[src/rtl/rsb_pkg.sv]
package rsb_pkg;
  localparam int unsigned FN_W     = 4;
  localparam int unsigned LG_W     = 5;
  localparam int unsigned FN_LIMIT = 14;
  typedef logic [FN_W-1:0] fn_t;
  typedef logic [LG_W-1:0] lg_t;
endpackage

[src/rtl/rsb_region_overlap.sv]
module rsb_region_overlap
  import rsb_pkg::*;
#(
  parameter int unsigned AW = 32
) (
  input  logic [AW-1:0] a_base,
  input  lg_t           a_lg,
  input  logic [AW-1:0] b_base,
  input  lg_t           b_lg,
  output logic          hit
);
  logic [AW-1:0] ones;
  logic [AW-1:0] keep;
  lg_t           wide;

  always_comb begin
    ones = '1;
    wide = (a_lg > b_lg) ? a_lg : b_lg;
    keep = ones << wide;
    hit  = ((a_base ^ b_base) & keep) == '0;
  end
endmodule

[src/rtl/rsb_ctx_resident.sv]
module rsb_ctx_resident
  import rsb_pkg::*;
#(
  parameter int unsigned WAYS = 4
) (
  input  logic clk,
  input  logic rst,
  input  logic ld_valid,
  input  fn_t  ld_fn,
  input  fn_t  q_fn,
  input  logic touch_q,
  output logic q_hit
);
  localparam int unsigned WIW = (WAYS > 1) ? $clog2(WAYS) : 1;

  logic           way_vld [WAYS];
  fn_t            way_fn  [WAYS];
  logic [WIW-1:0] way_age [WAYS];

  logic           q_any, ld_hit, ld_ok, fill, touch_en;
  logic [WIW-1:0] q_way, ld_way, victim, touch_way, touch_age;

  always_comb begin
    q_any  = 1'b0;
    q_way  = '0;
    ld_hit = 1'b0;
    ld_way = '0;
    victim = '0;
    for (int w = 0; w < WAYS; w++) begin
      if (way_vld[w] && way_fn[w] == q_fn) begin
        q_any = 1'b1;
        q_way = WIW'(w);
      end
      if (way_vld[w] && way_fn[w] == ld_fn) begin
        ld_hit = 1'b1;
        ld_way = WIW'(w);
      end
      if (way_age[w] == WIW'(WAYS - 1)) victim = WIW'(w);
    end
    q_hit = q_any && (int'(q_fn) < int'(FN_LIMIT));
  end

  always_comb begin
    ld_ok     = ld_valid && (int'(ld_fn) < int'(FN_LIMIT));
    fill      = ld_ok && !ld_hit;
    touch_en  = ld_ok || (touch_q && q_hit);
    touch_way = ld_ok ? (ld_hit ? ld_way : victim) : q_way;
    touch_age = way_age[touch_way];
  end

  always_ff @(posedge clk) begin
    if (rst) begin
      for (int w = 0; w < WAYS; w++) begin
        way_vld[w] <= 1'b0;
        way_age[w] <= WIW'(w);
      end
    end else begin
      if (touch_en) begin
        for (int w = 0; w < WAYS; w++) begin
          if (WIW'(w) == touch_way) way_age[w] <= '0;
          else if (way_age[w] < touch_age) way_age[w] <= way_age[w] + 1'b1;
        end
      end
      if (fill) way_vld[touch_way] <= 1'b1;
    end
  end

  always_ff @(posedge clk) begin
    if (fill) way_fn[touch_way] <= ld_fn;
  end
endmodule

[src/rtl/region_scoreboard.sv]
module region_scoreboard
  import rsb_pkg::*;
#(
  parameter int unsigned AW       = 32,
  parameter int unsigned NUM_OPS  = 4,
  parameter int unsigned CTX_WAYS = 4,
  localparam int unsigned IW      = (NUM_OPS > 1) ? $clog2(NUM_OPS) : 1
) (
  input  logic          clk,
  input  logic          rst,
  input  logic          cpu_valid,
  input  logic          cpu_is_store,
  input  logic [AW-1:0] cpu_addr,
  output logic          cpu_stall,
  input  logic          iss_valid,
  input  logic [3:0]    iss_fn,
  input  logic [AW-1:0] iss_src,
  input  logic [AW-1:0] iss_dst,
  input  logic [4:0]    iss_lg,
  output logic          iss_accept,
  output logic [IW-1:0] iss_slot,
  input  logic          done_valid,
  input  logic [IW-1:0] done_idx,
  input  logic          ld_valid,
  input  logic [3:0]    ld_fn,
  output logic          ctx_miss
);
  logic          ent_vld [NUM_OPS];
  logic [AW-1:0] ent_src [NUM_OPS];
  logic [AW-1:0] ent_dst [NUM_OPS];
  lg_t           ent_lg  [NUM_OPS];

  logic [NUM_OPS-1:0] live, c_src, c_dst, h_raw, h_war, h_waw;
  logic               ctx_hit, free_found, hazard;
  logic [IW-1:0]      free_idx;

  for (genvar i = 0; i < NUM_OPS; i++) begin : g_ent
    assign live[i] = ent_vld[i] && !(done_valid && done_idx == IW'(i));

    rsb_region_overlap #(.AW(AW)) u_cs (
      .a_base(cpu_addr), .a_lg('0), .b_base(ent_src[i]), .b_lg(ent_lg[i]), .hit(c_src[i]));
    rsb_region_overlap #(.AW(AW)) u_cd (
      .a_base(cpu_addr), .a_lg('0), .b_base(ent_dst[i]), .b_lg(ent_lg[i]), .hit(c_dst[i]));
    rsb_region_overlap #(.AW(AW)) u_raw (
      .a_base(iss_src), .a_lg(iss_lg), .b_base(ent_dst[i]), .b_lg(ent_lg[i]), .hit(h_raw[i]));
    rsb_region_overlap #(.AW(AW)) u_war (
      .a_base(iss_dst), .a_lg(iss_lg), .b_base(ent_src[i]), .b_lg(ent_lg[i]), .hit(h_war[i]));
    rsb_region_overlap #(.AW(AW)) u_waw (
      .a_base(iss_dst), .a_lg(iss_lg), .b_base(ent_dst[i]), .b_lg(ent_lg[i]), .hit(h_waw[i]));
  end

  rsb_ctx_resident #(.WAYS(CTX_WAYS)) u_ctx (
    .clk(clk), .rst(rst), .ld_valid(ld_valid), .ld_fn(ld_fn),
    .q_fn(iss_fn), .touch_q(iss_accept), .q_hit(ctx_hit));

  always_comb begin
    free_found = 1'b0;
    free_idx   = '0;
    for (int i = NUM_OPS - 1; i >= 0; i--) begin
      if (!live[i]) begin
        free_found = 1'b1;
        free_idx   = IW'(i);
      end
    end
  end

  always_comb begin
    hazard     = |(live & (h_raw | h_war | h_waw));
    cpu_stall  = cpu_valid && |(live & (c_dst | (cpu_is_store ? c_src : '0)));
    iss_accept = iss_valid && ctx_hit && free_found && !hazard;
    iss_slot   = free_idx;
  end

  always_ff @(posedge clk) begin
    if (rst) begin
      for (int i = 0; i < NUM_OPS; i++) ent_vld[i] <= 1'b0;
      ctx_miss <= 1'b0;
    end else begin
      for (int i = 0; i < NUM_OPS; i++) begin
        if (iss_accept && free_idx == IW'(i)) ent_vld[i] <= 1'b1;
        else if (done_valid && done_idx == IW'(i)) ent_vld[i] <= 1'b0;
      end
      ctx_miss <= iss_valid && !ctx_hit;
    end
  end

  always_ff @(posedge clk) begin
    if (iss_accept) begin
      ent_src[free_idx] <= iss_src;
      ent_dst[free_idx] <= iss_dst;
      ent_lg[free_idx]  <= iss_lg;
    end
  end
endmodule

[config.mk]
export PLATFORM = sky130hd
export DESIGN_NAME = region_scoreboard
export DESIGN_NICKNAME = d
export VERILOG_FILES = /design/src/rtl/rsb_pkg.sv /design/src/rtl/rsb_region_overlap.sv /design/src/rtl/rsb_ctx_resident.sv /design/src/rtl/region_scoreboard.sv
export SDC_FILE = /design/constraint.sdc
export NUM_CORES = 1
export LEC_CHECK = 0
export ABC_CLOCK_PERIOD_IN_PS = 8400
export BUFFER_PORTS_ARGS = -buffer_cell sky130_fd_sc_hd__buf_2
export CAP_MARGIN = 5
export CORE_MARGIN = 8
export CORE_UTILIZATION = 40
export CTS_CLUSTER_SIZE = 28
export DETAILED_ROUTE_END_ITERATION = 7
export PLACE_DENSITY = 0.65
export SLEW_MARGIN = 25
export SYNTH_ARGS = -nofsm -noshare
export SYNTH_HDL_FRONTEND = slang
export SYNTH_SLANG_ARGS = --single-unit
[constraint.sdc]
create_clock -name clk -period 8.4 [get_ports clk]
set_input_delay 0.84 -clock clk [delete_from_list [all_inputs] [get_ports clk]]
set_output_delay 0.84 -clock clk [all_outputs]
set_load 0.005 [all_outputs]
==> flow_summary.json <==
{
  "root_buffer": "clkbuf_16",
  "final-instance-count-excl-fill": 3332,
  "multi_input_area_sq_um": 14100,
  "clk_latency_ns": 0.61,
  "drt_first_iter_violations": 3931,
  "max_cap_violations": 0,
  "die_h_um": 261,
  "dp_hpwl_um": 101000,
  "drtAntennaViolNets": 0,
  "cp_max_fo": 19,
  "avgSynthCellArea_sq_um": 9.82,
  "cp_common_cell": "buf_4",
  "post_cts_buffers": 0,
  "cts_tree": "built",
  "grt_setup_unrepaired": "no",
  "wirelength_um": 141000,
  "layout_common_cells": "xor2_1 (345), xnor2_1 (325), edfxtp_1 (308)",
  "status": "complete, no violations",
  "seq_area_sq_um": 9270,
  "synth_nets": 2592,
  "cp.required_ns": 7.56,
  "dp.cells": 3256,
  "synth_area_sq_um": 24000,
  "first_global_vias": 22600,
  "fmax_mhz": 126,
  "core_area_sq_um": 59900,
  "routedWlPerCell_um": 42.4,
  "cts_buffers": 39,
  "grt_usage_pct": 40.1,
  "placed_area_sq_um": 25400,
  "async_reset_ff_share_pct": 0,
  "yosys_warnings": 0,
  "seq_area_frac_synth_pct": 38.6,
  "finalNetCount": 2660,
  "drive_gt1_share_pct": 11.6,
  "drc": 0,
  "fin_skew_ns": 0.0362,
  "synth_cells": 2447,
  "crit_buf_inv": 5,
  "crit_chain": "clkinv_1, ha_1, a211oi_2, a21o_1, buf_4, mux2i_1, o211ai_1, a2111oi_0, nand4_1, nor4b_1, and4bb_2, nand4_2, buf_4, inv_2, buf_2",
  "port_buffers": 122,
  "power_uw": 4510,
  "startpoint_type": "flip-flop",
  "fin_area_sq_um": 26800,
  "max_stage_delay_ns": 0.92,
  "cts-resized-gates": 0,
  "synth_edf_count": 308,
  "h-tree-depth": 2,
  "worstSetupPathType": "reg2out",
  "cts.path.max_buffers": 3,
  "timing.final.crit_share_pct": 94.7,
  "dr.pass1.iters": 8,
  "ir_drop_v": 0.000161,
  "ys_ff_latch": 309,
  "vias": 23500,
  "final.fill_count": 5825,
  "final_common_cell": "xor2_1",
  "start_util_pct": 40.1,
  "r2r_cells": 14,
  "finalMaxSlewViolations": 0,
  "antenna_found_initial": 11,
  "hold_path_class": "in2reg",
  "routed_via_density": 7.04,
  "finalHoldViolations": 0,
  "tns_ns": 0,
  "gp_congestion": 1.09,
  "grt_start_max_net_pins": 70,
  "ys.flop_type": "edfxtp_1",
  "crit_cells": 15,
  "setup_viol_count_final": 0,
  "area_delta_synth_final_pct": 11.3,
  "cp-end-kind": "primary output",
  "numClockSinks": 309,
  "grt_remaining_overflow": 0,
  "num_rows": 90,
  "postCtsHoldBufs": 0,
  "io_pins": 123,
  "yosys.cell_types.count": 99,
  "grt_pass1_wl_um": 188000,
  "dieArea_sq_um": 68200,
  "worst_pin_slew_ns": 1.10,
  "holdPathStages": 2,
  "cp.arrival_ns": 7.12,
  "crit_family": "compound AO/OA/AOI/OAI gates",
  "power_density_nw_per_um2": 168,
  "slew_headroom_pct": 24.5,
  "fin_crit_ns": 7.96,
  "cellLeakagePower_uw": 0.00921,
  "clk_pin_slew_ns": 0.06,
  "die-width_um": 261,
  "critPathSlowestCell": "mux2i_1"
}
area by class of cell:
type,count,share of cell area (%)
multi-input combinational,1953,52.6
tap,782,3.66
sequential,309,34.6
clock buffer,49,3.95
inverter,44,0.617
antenna,5,0.0468
timing repair buffer,168,3.57
clock inverter,22,0.958
sequential cells by signal, indices dropped and copies added (netlist names):
| name | cells |
|---|---|
| ent_dst | 128 |
| ent_src | 128 |
| ent_lg | 20 |
| u_ctx.way_fn | 16 |
| u_ctx.way_age | 8 |
| ent_vld | 4 |
| u_ctx.way_vld | 4 |
| ctx_miss | 1 |
Yosys cell counts (all sizes together) (14+ instances only):
cell,instances,share of area (%)
o221ai,17,0.65
and2,14,0.36
nor3,51,1.1
nand4,27,0.73
mux2,21,0.98
nand3,52,1.1
mux2i,56,2.4
o21ai,133,2.9
or2,15,0.39
clkbuf,111,1.7
edfxtp,308,38
o211ai,17,0.53
a221oi,19,0.77
inv,41,0.64
a2111oi,18,0.71
xnor2,325,12
nor4,31,0.81
a21oi,145,3.0
a31oi,30,0.78
o22ai,55,1.5
xor2,345,13
nor2,146,2.3
ha,27,1.4
nand2,128,2.0
a22oi,37,1.2
and3,16,0.42
a211oi,31,1.0
buf,30,0.69
per-stage QoR:
stage	worst slack (ns)	hold WS (ns)	util (%)
floorplan	1.30	0.602	-
global placement	1.46	0.618	42.4
detailed placement	1.49	0.653	42.4
CTS	0.844	0.520	44.6
global route	0.561	0.527	44.7
finish	0.441	0.528	44.7
where the power goes:
group	switching [uW]	internal [uW]	leakage [uW]
registers	24.2	1730	0.00280
clock network	752	1050	0.000639
logic	686	272	0.00578
total	1460	3050	0.00921
path summary, 6_finish.rpt:
check	start	end	slack, ns
worst min register to register	ent_vld[3]	ent_vld[3]	0.66
worst max-delay path	ent_lg[3][2]	iss_accept	0.44
worst max register to register	ent_lg[3][2]	ent_src[0][13]	1.39
worst min-delay path	iss_valid	ctx_miss	0.53
cell families (layout without fill, tap and decap cells):
| family | after synthesis | count (layout) | synth area share [%] |
|---|---|---|---|
| buffers and inverters | 185 | 283 | 3.11 |
| other | 0 | 5 | 0 |
| xor gates and xnor gates | 670 | 670 | 24.4 |
| muxes | 77 | 77 | 3.36 |
| adders and majority gates | 33 | 33 | 1.66 |
| DFF | 309 | 309 | 38.6 |
| and+or+nand+nor | 533 | 533 | 10.8 |
| AOI/OAI and AO/OA | 640 | 640 | 18.1 |
routing by layer:
metal / up-vias / routed length (um) / GRT usage (%)
met1: 11500 / 53000 / 50.8
li1: 9217 / - / -
met4: 4 / 11700 / 27.3
met3: 536 / 19800 / 14.2
met2: 2180 / 56700 / 56.5
met5: - / 58 / 1.53
No activity file was read; power rests on OpenSTA's default activity.
